===== src/rtl/spictl_pkg.sv =====
package spictl_pkg;
    localparam int MOT_W   = 8;
    localparam int NUM_EVT = 5;

    localparam logic [3:0] ADDR_FLAGS  = 4'h0;
    localparam logic [3:0] ADDR_IRQEN  = 4'h2;
    localparam logic [3:0] ADDR_MODE   = 4'h4;
    localparam logic [3:0] ADDR_MOTION = 4'h8;

    localparam logic [6:0] MODE_RESET = 7'b0000100;

    // returns {saturated, result}
    function automatic logic [MOT_W:0] sat_add(input logic [MOT_W-1:0] a,
                                               input logic [MOT_W-1:0] b);
        logic [MOT_W:0] s;
        s = {a[MOT_W-1], a} + {b[MOT_W-1], b};
        if (s[MOT_W] != s[MOT_W-1]) begin
            if (s[MOT_W])
                return {1'b1, 1'b1, {(MOT_W-1){1'b0}}};
            return {1'b1, 1'b0, {(MOT_W-1){1'b1}}};
        end
        return {1'b0, s[MOT_W-1:0]};
    endfunction
endpackage


===== src/rtl/spictl_shift.sv =====
module spictl_shift #(
    parameter int SYNC_STAGES = 2
) (
    input  logic       clk,
    input  logic       rst_n,
    input  logic       sck,
    input  logic       mosi,
    input  logic       sel_n,
    output logic       sel_act,
    output logic       byte_done,
    output logic [7:0] rx_byte,
    output logic [1:0] done_idx,
    output logic [2:0] bit_idx
);
    localparam int S = (SYNC_STAGES < 2) ? 2 : SYNC_STAGES;

    typedef struct packed {
        logic [S-1:0] sck_s;
        logic [S-1:0] mosi_s;
        logic [S-1:0] sel_s;
        logic         sck_prev;
        logic [6:0]   shift;
        logic [2:0]   bit_idx;
        logic [1:0]   byte_idx;
        logic         done;
        logic [1:0]   done_idx;
        logic [7:0]   rx;
    } shift_t;

    shift_t q, d;
    logic sck_now, mosi_now, sel_now;

    always_comb begin
        d        = q;
        d.done   = 1'b0;
        d.sck_s  = {q.sck_s[S-2:0], sck};
        d.mosi_s = {q.mosi_s[S-2:0], mosi};
        d.sel_s  = {q.sel_s[S-2:0], sel_n};
        sck_now  = q.sck_s[S-1];
        mosi_now = q.mosi_s[S-1];
        sel_now  = ~q.sel_s[S-1];
        d.sck_prev = sck_now;
        if (!sel_now) begin
            d.bit_idx  = 3'd0;
            d.byte_idx = 2'd0;
        end else if (q.sck_prev && !sck_now) begin
            if (q.bit_idx == 3'd7) begin
                d.rx       = {q.shift, mosi_now};
                d.done     = 1'b1;
                d.done_idx = q.byte_idx;
                d.bit_idx  = 3'd0;
                if (q.byte_idx != 2'd3)
                    d.byte_idx = q.byte_idx + 2'd1;
            end else begin
                d.shift   = {q.shift[5:0], mosi_now};
                d.bit_idx = q.bit_idx + 3'd1;
            end
        end
    end

    always_ff @(posedge clk or negedge rst_n) begin
        if (!rst_n) begin
            q          <= '0;
            q.sck_s    <= '1;
            q.sel_s    <= '1;
            q.sck_prev <= 1'b1;
        end else begin
            q <= d;
        end
    end

    assign sel_act   = ~q.sel_s[S-1];
    assign byte_done = q.done;
    assign rx_byte   = q.rx;
    assign done_idx  = q.done_idx;
    assign bit_idx   = q.bit_idx;
endmodule


===== src/rtl/spictl_events.sv =====
module spictl_events
    import spictl_pkg::*;
(
    input  logic               clk,
    input  logic               rst_n,
    input  logic [NUM_EVT-1:0] evt_set,
    input  logic               clr,
    input  logic [NUM_EVT-1:0] enable,
    output logic [NUM_EVT-1:0] flags,
    output logic               irq_n
);
    typedef struct packed {
        logic [NUM_EVT-1:0] flags;
    } evt_t;

    evt_t q, d;

    always_comb begin
        d = q;
        for (int i = 0; i < NUM_EVT; i++)
            d.flags[i] = (q.flags[i] & ~clr) | evt_set[i];
    end

    always_ff @(posedge clk or negedge rst_n) begin
        if (!rst_n) q <= '0;
        else        q <= d;
    end

    assign flags = q.flags;
    assign irq_n = ~|(q.flags & enable);
endmodule


===== src/rtl/spictl_motion.sv =====
module spictl_motion
    import spictl_pkg::*;
(
    input  logic             clk,
    input  logic             rst_n,
    input  logic             mv_valid,
    input  logic [MOT_W-1:0] dx,
    input  logic [MOT_W-1:0] dy,
    input  logic             click,
    input  logic             clr,
    output logic [7:0]       rpt0,
    output logic [MOT_W-1:0] rpt_x,
    output logic [MOT_W-1:0] rpt_y,
    output logic             moved
);
    typedef struct packed {
        logic [MOT_W-1:0] ax;
        logic [MOT_W-1:0] ay;
        logic             ovx;
        logic             ovy;
        logic             clk_seen;
    } mot_t;

    mot_t q, d;
    logic [MOT_W:0] sx, sy;

    always_comb begin
        d  = clr ? '0 : q;
        sx = sat_add(d.ax, dx);
        sy = sat_add(d.ay, dy);
        if (mv_valid) begin
            d.ax  = sx[MOT_W-1:0];
            d.ay  = sy[MOT_W-1:0];
            d.ovx = d.ovx | sx[MOT_W];
            d.ovy = d.ovy | sy[MOT_W];
        end
        if (click)
            d.clk_seen = 1'b1;
    end

    always_ff @(posedge clk or negedge rst_n) begin
        if (!rst_n) q <= '0;
        else        q <= d;
    end

    assign moved = mv_valid & ((dx != '0) | (dy != '0));
    assign rpt0  = {q.ovy, q.ovx, q.ay[MOT_W-1], q.ax[MOT_W-1], 1'b1, 2'b00, q.clk_seen};
    assign rpt_x = q.ax;
    assign rpt_y = q.ay;
endmodule


===== src/rtl/spictl_top.sv =====
module spictl_top
    import spictl_pkg::*;
#(
    parameter int SYNC_STAGES = 2
) (
    input  logic             clk,
    input  logic             rst_n,
    input  logic             spi_sck,
    input  logic             spi_mosi,
    input  logic             spi_sel_n,
    output logic             spi_miso,
    output logic             irq_n,
    input  logic             evt_click,
    input  logic             evt_transit,
    input  logic             evt_slice,
    input  logic             evt_rderr,
    input  logic             mot_valid,
    input  logic [MOT_W-1:0] mot_dx,
    input  logic [MOT_W-1:0] mot_dy,
    output logic [6:0]       cfg_mode,
    output logic [4:0]       cfg_irq_en
);
    logic             sel_act, fe_done;
    logic [7:0]       fe_rx;
    logic [1:0]       fe_idx;
    logic [2:0]       fe_bit;
    logic [NUM_EVT-1:0] flags, evt_vec;
    logic             clr_flags, clr_motion, moved;
    logic [7:0]       rpt0;
    logic [MOT_W-1:0] rpt_x, rpt_y;

    typedef struct packed {
        logic       cmd_ok;
        logic       cmd_rd;
        logic [3:0] cmd_addr;
        logic [7:0] tx;
        logic [6:0] mode;
        logic [4:0] en;
        logic [7:0] rep1;
        logic [7:0] rep2;
    } ctl_t;

    ctl_t q, d;

    spictl_shift #(.SYNC_STAGES(SYNC_STAGES)) u_shift (
        .clk(clk), .rst_n(rst_n), .sck(spi_sck), .mosi(spi_mosi), .sel_n(spi_sel_n),
        .sel_act(sel_act), .byte_done(fe_done), .rx_byte(fe_rx),
        .done_idx(fe_idx), .bit_idx(fe_bit)
    );

    assign evt_vec = {evt_click, moved, evt_transit, evt_slice, evt_rderr};

    spictl_events u_events (
        .clk(clk), .rst_n(rst_n), .evt_set(evt_vec), .clr(clr_flags),
        .enable(q.en), .flags(flags), .irq_n(irq_n)
    );

    spictl_motion u_motion (
        .clk(clk), .rst_n(rst_n), .mv_valid(mot_valid), .dx(mot_dx), .dy(mot_dy),
        .click(evt_click), .clr(clr_motion), .rpt0(rpt0), .rpt_x(rpt_x),
        .rpt_y(rpt_y), .moved(moved)
    );

    always_comb begin
        d          = q;
        clr_flags  = 1'b0;
        clr_motion = 1'b0;
        if (!sel_act) begin
            d.tx     = 8'h00;
            d.cmd_ok = 1'b0;
        end else if (fe_done) begin
            d.tx = 8'h00;
            if (fe_idx == 2'd0) begin
                d.cmd_ok   = fe_rx[7];
                d.cmd_rd   = fe_rx[6];
                d.cmd_addr = fe_rx[3:0];
                if (fe_rx[7] && fe_rx[6]) begin
                    case (fe_rx[3:0])
                        ADDR_FLAGS: begin
                            d.tx      = {flags, 3'b000};
                            clr_flags = 1'b1;
                        end
                        ADDR_IRQEN: d.tx = {1'b0, q.en, 2'b00};
                        ADDR_MODE:  d.tx = {1'b0, q.mode};
                        ADDR_MOTION: begin
                            d.tx       = rpt0;
                            d.rep1     = rpt_x;
                            d.rep2     = rpt_y;
                            clr_motion = 1'b1;
                        end
                        default: d.tx = 8'h00;
                    endcase
                end
            end else if (q.cmd_ok) begin
                if (!q.cmd_rd && fe_idx == 2'd1) begin
                    case (q.cmd_addr)
                        ADDR_IRQEN: d.en   = fe_rx[6:2];
                        ADDR_MODE:  d.mode = fe_rx[6:0];
                        default: ;
                    endcase
                end
                if (q.cmd_rd && q.cmd_addr == ADDR_MOTION) begin
                    if (fe_idx == 2'd1)      d.tx = q.rep1;
                    else if (fe_idx == 2'd2) d.tx = q.rep2;
                end
            end
        end
    end

    always_ff @(posedge clk or negedge rst_n) begin
        if (!rst_n) begin
            q      <= '0;
            q.mode <= MODE_RESET;
        end else begin
            q <= d;
        end
    end

    assign spi_miso   = sel_act & q.tx[3'd7 - fe_bit];
    assign cfg_mode   = q.mode;
    assign cfg_irq_en = q.en;
endmodule


===== config.mk =====
export PLATFORM = sky130hd
export DESIGN_NAME = spictl_top
export DESIGN_NICKNAME = d
export VERILOG_FILES = /design/src/rtl/spictl_pkg.sv /design/src/rtl/spictl_shift.sv /design/src/rtl/spictl_events.sv /design/src/rtl/spictl_motion.sv /design/src/rtl/spictl_top.sv
export SDC_FILE = /design/constraint.sdc
export NUM_CORES = 1
export LEC_CHECK = 0
export BUFFER_PORTS_ARGS = -buffer_cell sky130_fd_sc_hd__buf_2
export CELL_PAD_IN_SITES_DETAIL_PLACEMENT = 1
export CELL_PAD_IN_SITES_GLOBAL_PLACEMENT = 1
export CORE_ASPECT_RATIO = 2
export CORE_UTILIZATION = 48
export DETAILED_ROUTE_END_ITERATION = 8
export HOLD_SLACK_MARGIN = 0.03
export PLACE_DENSITY_LB_ADDON = 0.15
export SYNTH_ARGS = -nofsm -noshare
export SYNTH_HDL_FRONTEND = slang
export SYNTH_SLANG_ARGS = --single-unit

===== constraint.sdc =====
create_clock -name clk -period 4.6 [get_ports clk]
set_clock_uncertainty 0.1 [all_clocks]
set_input_delay 0.46 -clock clk [delete_from_list [all_inputs] [get_ports clk]]
set_output_delay 0.46 -clock clk [all_outputs]
set_load 0.005 [all_outputs]

# After elaboration in Yosys (flattened, before gate mapping)

Index checks and enable logic that the tools add are counted.
W data, S select, Z words.

Flip-flop bits (word level): 96
Bits in latches: 0
Memory bits (writable): 0
Memory bits (read-only): 0
Input bits: 26
Output and inout port bits: 14
Logic and storage cells: 141
Memories: 0

$add $sub $neg: 5
Multiply operators: 0
Div/mod/pow operators: 0
$lt $le $gt $ge: 1
Equal/unequal tests: 12
Shifts and indexed selects: 0
Multiplexer cells: 53
Bitwise operators: 20
Reduce and logical (&&, ||, !) cells: 26

Operator list:

| cell                 | count |
|---|---|
| $mux W9              | 8 |
| $mux W16             | 4 |
| $mux W8              | 6 |
| $mux W42             | 1 |
| $pmux W8 S4          | 1 |
| $mux W12             | 2 |
| $mux W20             | 1 |
| $mux W1              | 19 |
| $mux W19             | 1 |
| $add A8 B8 Y9        | 2 |
| $mux W18             | 1 |
| $reduce_bool A8 Y1   | 2 |
| $mux W13             | 1 |
| $reduce_and A3 Y1    | 4 |
| $reduce_and A6 Y1    | 2 |
| $reduce_bool A2 Y1   | 6 |
| $mux W11             | 1 |
| $mux W5              | 2 |
| $eq A4 B2 Y1 const B | 2 |
| $eq A4 B3 Y1 const B | 2 |
| $eq A4 B4 Y1 const B | 2 |
| $or A1 B1 Y1         | 8 |
| $and A1 B1 Y1        | 7 |
| $mux W7              | 1 |
| 22 further kinds     | 31 |

# Depth between registers and ports, before layout

Gate-level depths: netlist of the first run.

Word-level depth: 15
Depth in mapped cells: 14
Mapped depth without buffers: 12

# By module

Synthesis of the first run repeated with hierarchy kept, for this count alone.

Cell total of the unflattened synthesis: 466
Area, all modules: 5391.4 um^2

By module, submodules not included:

| module        | times used | cells an instance | area each (um^2) | sequential area each (um^2) |
|---|---|---|---|---|
| spictl_top    | 1          | 173               | 2167.1           | 1052.3 |
| spictl_motion | 1          | 194               | 1731.7           | 475.5 |
| spictl_shift  | 1          | 84                | 1301.2           | 757.0 |
| spictl_events | 1          | 15                | 191.4            | 125.1 |

# Worst setup path before layout of the first run

Ideal clock, no wire load.

Kind: register -> register
From: register u_shift.q (netlist bit u_shift.done_idx[0])
To: register u_motion.q (netlist bit u_motion.rpt_y[4])
Setup time: 0.122 ns
Arrival time: 2.957 ns
Data required time: 4.378 ns
Path slack: 1.420 ns
Stages on the path, launching flop included: 15
Buffers on the path: 3
Period minus slack after synthesis: 3.180 ns
Path through: dfrtp_1 buf_4 nor3_1 nand4_1 clkbuf_1 and2_1 ha_1 fa_1 a21oi_1 nor2_1 nor2_1 o221ai_1 buf_2 o21ai_0 o2bb2ai_1

RTL lines:

| what                 | RTL line            | text |
|---|---|---|
| start, declared      | spictl_shift.sv:30  | `shift_t q, d;` |
| end signal, assigned | spictl_motion.sv:42 | `if (!rst_n) q <= '0;` |
| end signal, assigned | spictl_motion.sv:43 | `else q <= d;` |
| end, declared        | spictl_motion.sv:24 | `mot_t q, d;` |

==> run metrics, run 1 <==
outcome=completed; # DRC=0; initial antenna violation count=0; clk buf depth=2; Final Hold Viols=0; setup repair bufs after CTS=0; Post-CTS Hold Buffers=0; Switching Share=0.344; Netlist cell types=63; core area=0.0105 mm²; PostCTS Resize Cnt=0; vias in the first global route=3989; largest net degree at the start of global routing=62; filler instances=1174; Num Clock Sinks=96; Register Area=0.00241 mm²; Final ANT Viol Nets=0; first-pass GRT wire length=20.2 mm; Synth area leaders=dfrtp_1, mux2_2, ha_1; Vert. Die Dim=149 µm; clock buffer count from CTS=9; syn_nets=511; DIE AREA=0.0112 mm²; Starting Density=0.493; main flop type after synthesis=dfrtp_1; Final Instance Area=0.00566 mm²; unrepaired setup endpoints after global routing=false; crit path DAT=3890 ps; clock power share=0.274; share of post-route cells with drive strength above 1=0.258; setup TNS=0 ps; drt via density=5.88; fin crit period=3770 ps; RR Startpoint=u_shift.q[25]; dpl hpwl=9.60 mm; Yosys warning count=0; gr busiest metal=met2; Cells after Synth=464; CP Launch Type=register; area of the mapped netlist=0.00517 mm²; via count=3682; worst path required time=4720 ps; Worst slew margin=0.293; Core Rows=53; post-synthesis area per instance=11.1 µm²; met3 usage in global routing=0.0257; WL final=12.4 mm; top cell type's share of synthesized area=0.436; Flop pwr share=0.371; GR Util met2=0.473; Clk Latency, worst-skew pair=330 ps; CP Capture Type=register; crit-path max FO=34; post-synth top area cell=dfrtp_1; Final Setup Violations=0; gr usage total=0.244; Net count, final=531; Sw Pwr=937 µW; EDFF count, synth=0; Post-Route Hold Slack=89.4 ps; critical path class=register to register; Placed Area=0.00536 mm²; most instantiated library cell after synthesis=dfrtp_1; maximum vdd ir drop=0.000303 V; Global Route met1 Usage=0.254; Final Slew Violations=0; area delta synth->final=9.59%; Placer Congestion=0.884; sequential element share of the synthesized area=0.466; Comb power frac=0.355; hold crit path type=input pin to asynchronous set/reset pin; Multi-input gate area=0.00253 mm²; post-synthesis register bit count=96; ant diodes=0; Max Cap Viol=0; Initial DRC Count=168; First-pass DRT Iterations=4; Leak Pwr=0.00256 µW; Reg clk slew, reported paths=60 ps; reg-to-reg slack, setup=830 ps; Die X=75.4 µm; worst r2r dst=u_motion.rpt_x[6]; final period utilization=0.820; clk root buf=clkbuf_16; PD cells=481 mW/mm²; DR WL/cell=19.9 µm; Synth async-reset ratio=1.00; CTS tree=yes; cells on worst reg2reg path=11; Pint=1790 µW; measured slew at the worst slew-check pin=1060 ps; Max Clock Freq=265 MHz; Ports=40; Remaining Overflow, GRT=0; PortBufs=39; Synth top cells by count=dfrtp_1, mux2_2, a21oi_1, o21ai_0, nand2_1; final core utilization=0.541; H-tree depth reported by CTS=3
-- placed cells by master (no fill, tap or decap), drive strengths merged, types with 3 or more instances in the layout --
master,n
mux2,50
nand2b,3
nor3b,3
a21o,11
a211oi,4
nor4,8
dfrtp,90
dfstp,6
clkbuf,12
a22oi,3
nand2,25
or3,3
nor3,9
a22o,10
o21ai,28
nor2,23
inv,6
xnor2,7
and2,15
mux2i,8
o2bb2ai,8
buf,43
a32o,3
ha,19
a21oi,30
xor2,5
nand3,10
nor2b,5
nand3b,6
-- stage by stage --
stage	total power [µW]	setup slack, ps	std cells
finish	2720	828	626
global route	2890	479	626
CTS	2740	798	626
detailed placement	1980	797	610
global placement	1930	967	610
floorplan	1760	1420	464
-- sequential cells by signal (all words and copies together), names as in the netlist, 4 cells and up --
name and count:
cfg_mode 7, u_shift.d 4, u_shift.q 11, u_motion.rpt_y 8, u_shift.rx_byte 8, u_motion.rpt_x 8
u_events.flags 5, cfg_irq_en 5, q 30
-- cell type report --
cell class | count | share of cell area
inverters | 7 | 0.00464
clock inverters | 4 | 0.00950
clock buffers | 12 | 0.0435
multi-input cells | 327 | 0.446
well taps | 137 | 0.0303
flip-flops and latches | 96 | 0.425
repair buffers | 43 | 0.0402
-- power by group through the flow --
stage | clock, µW | sequential (µW) | combinational (µW)
final | 746 | 1010 | 965
after CTS | 761 | 1010 | 970
after global routing | 791 | 1020 | 1080
after global placement | 0 | 1020 | 912
after floorplan | 0 | 996 | 768
after detailed placement | 0 | 1030 | 959
-- routing by layer --
layer / vias up / wire [µm]
met5: - / 0
li1: 1739 / -
met1: 1879 / 4600
met3: 18 / 198
met4: 0 / 337
met2: 46 / 7320
-- critical path, cell delays in order, from the launching register on --
cell and delay, ps:
dfstp_2 770, nor2b_2 140, nand4_1 140, buf_4 340, and2_1 260, ha_1 270
a211oi_2 270, o31ai_2 130, and4b_1 230, nor3_2 580, o21ai_0 230, a22o_1 220
-- cells by family after synthesis --
group | after synthesis | share of synthesized area
compound gates | 117 | 0.153
xor+xnor | 12 | 0.0203
fa+ha+maj | 22 | 0.0559
buf+inv | 41 | 0.0445
flops | 96 | 0.466
mux | 60 | 0.133
simple gates | 116 | 0.127
-- worst max path at each step --
stage                                   start                 to  cells past startpoint
after floorplan           u_shift.done_idx[0]  u_motion.rpt_y[4]                     14
after global placement          u_shift.q[25]  u_motion.rpt_x[2]                     11
after detailed placement        u_shift.q[25]  u_motion.rpt_x[6]                     11
after CTS                       u_shift.q[25]  u_motion.rpt_x[6]                     11
after global routing        u_shift.byte_done  u_motion.rpt_y[6]                     11
final                           u_shift.q[25]  u_motion.rpt_x[6]                     11
Note: power is estimated with default switching activity, not from simulation.
==> inputs of run 2 (changes only) <==
--- a/config.mk
+++ b/config.mk
@@ -9,7 +9,7 @@
 export CELL_PAD_IN_SITES_DETAIL_PLACEMENT = 1
 export CELL_PAD_IN_SITES_GLOBAL_PLACEMENT = 1
 export CORE_ASPECT_RATIO = 2
-export CORE_UTILIZATION = 48
+export CORE_UTILIZATION = 44
 export DETAILED_ROUTE_END_ITERATION = 8
 export HOLD_SLACK_MARGIN = 0.03
 export PLACE_DENSITY_LB_ADDON = 0.15
==> constraint.sdc (replaced) <==
create_clock -name clk -period 3.2 [get_ports clk]
set_clock_uncertainty 0.1 [all_clocks]
set_input_delay 0.32 -clock clk [delete_from_list [all_inputs] [get_ports clk]]
set_output_delay 0.32 -clock clk [all_outputs]
set_load 0.005 [all_outputs]
==> run 2 against run 1 <==
Count of clock-buffer cells in the layout down 2; register-to-register slack worse by 780 ps; sequential share of layout area down 4.5 points; core utilization up 1.7 points; routed wire length up 9.5%; first-iteration DRC count up 75%; fmax up 20%; clock power up 62%; power up 69%; critical path type unchanged; highest routed layer unchanged.
==> run metrics, run 2 (synthesis results as in run 1) <==
outcome=completed; fin crit period=3150 ps; via count=3912; metal3 WL=268 µm; Non-Filler Instances=666; clk buf depth=2; crit-path max FO=11; Clk Latency, worst-skew pair=340 ps; max reg flops=30; clock buffer count from CTS=9; H-tree depth reported by CTS=3; maximum vdd ir drop=0.000748 V; largest net degree at the start of global routing=51; Starting Density=0.455; vias in the first global route=4311; met1 WL=4.69 mm; PD cells=726 mW/mm²; Max Clock Freq=317 MHz; hold crit path type=input pin to register; most common cell after layout, fill and taps aside=dfrtp_1; first-pass GRT wire length=21.6 mm; PortBufs=39; initial antenna violation count=0; DIE AREA=0.0122 mm²; Die X=78.6 µm; Multi-input gate area=0.00286 mm²; area delta synth->final=22.5%; Final Slew Violations=0; Worst slew margin=0.471; filler instances=1218; drt via density=5.87; Met2 Wirelength=7.97 mm; ant diodes=0; clk root buf=clkbuf_16; largest register by flop count=q; Final Hold Viols=0; Num Clock Sinks=96; Ports=40; final core utilization=0.558; worst path required time=3310 ps; Largest regs=q: 30 flops, u_shift.q: 11 flops; Initial DRC Count=294; final period utilization=0.984; core area=0.0114 mm²; Core Rows=55; Register Area=0.00241 mm²; Max Cap Viol=0; Final ANT Viol Nets=0; crit path DAT=3260 ps; CP Capture Type=register; Net count, final=566; Vert. Die Dim=155 µm; WL final=13.6 mm; measured slew at the worst slew-check pin=783 ps; share of post-route cells with drive strength above 1=0.380; critical path class=register to register; highest-count cells in the layout ignoring fill and taps=dfrtp_1, mux2_2, buf_2; max layer used=met4; Final Setup Violations=0; DR WL/cell=20.5 µm; Placer Congestion=0.830; Leak Pwr=0.00279 µW; dpl hpwl=10.0 mm; gr usage total=0.233; # DRC=0; Reg clk slew, reported paths=60 ps; dpl cells=630; First-pass DRT Iterations=5; CTS tree=yes; CP Launch Type=register; Remaining Overflow, GRT=0
==> run 2: repair_timing <==
item | 4_1_cts | 5_1_grt
hold buffers | 4 | 0
pin swaps | 0 | 19
hold endpoints to repair | 48 | 0
setup buffers | 0 | 13
resized for setup | 7 | 64
gates cloned | 0 | 3
endpoints found under the setup margin | 13 | 17
==> run 2: final timing paths <==
kind,end,startpoint,cells after the start,slack (ps)
hold / removal,u_events.flags[2],evt_transit,2,60
setup reg to reg,u_motion.rpt_y[5],u_shift.rx_byte[6],14,50
max in group asynchronous,u_shift.d[25],rst_n,3,1810
setup / recovery,u_motion.rpt_y[5],u_shift.rx_byte[6],14,50
min in group asynchronous,cfg_mode[4],rst_n,2,430
hold reg to reg,u_shift.q[25],u_shift.d[25],0,260
==> run 2: critical path, stage by stage, from the launching register on <==
cell and delay, ps:
dfrtp_1 380, nand2_2 90, nor3_4 180, nand4_1 260, buf_4 240, buf_6 130
nand2_2 90, inv_2 50, ha_4 240, a21oi_4 140, nand2_4 80, a221o_1 370
a211o_4 340, o2111ai_2 210, o211ai_1 120
==> run 2: layout make-up <==
class                      instances  share of cell area
sequential                        96               0.381
inverter                           7             0.00415
timing repair buffer              77              0.0828
multi-input combinational        328               0.451
tap                              142              0.0281
clock buffer                      10              0.0362
clock inverter                     6              0.0170
==> run 2: per-layer routing <==
metal  up-vias  track usage
met5         -            0
met4         0        0.131
met3        34       0.0293
met2        80        0.453
met1      1990        0.227
li1       1808            -
==> run 2: report_power, final <==
part / switching, µW / leakage [µW] / internal (µW)
combinational: 1030 / 0.00140 / 903
sequential: 87.5 / 0.00123 / 1360
clock: 445 / 0.000162 / 761
total: 1570 / 0.00279 / 3030
==> run 2: stage by stage <==
stage / total power, µW / hold WS [ps] / cell area [µm²] / TNS, ps / worst slack [ps]
after floorplan: 2540 / -75.6 / 5170 / 0 / 20.5
after global placement: 2840 / 246 / 5500 / -530 / -77.7
final: 4590 / 58.9 / 6330 / 0 / 49.9
after CTS: 4160 / 53.2 / 5910 / 0 / 18.7
after global routing: 4860 / 68.6 / 6330 / -144 / -53.7
after detailed placement: 2910 / 247 / 5500 / -1180 / -179
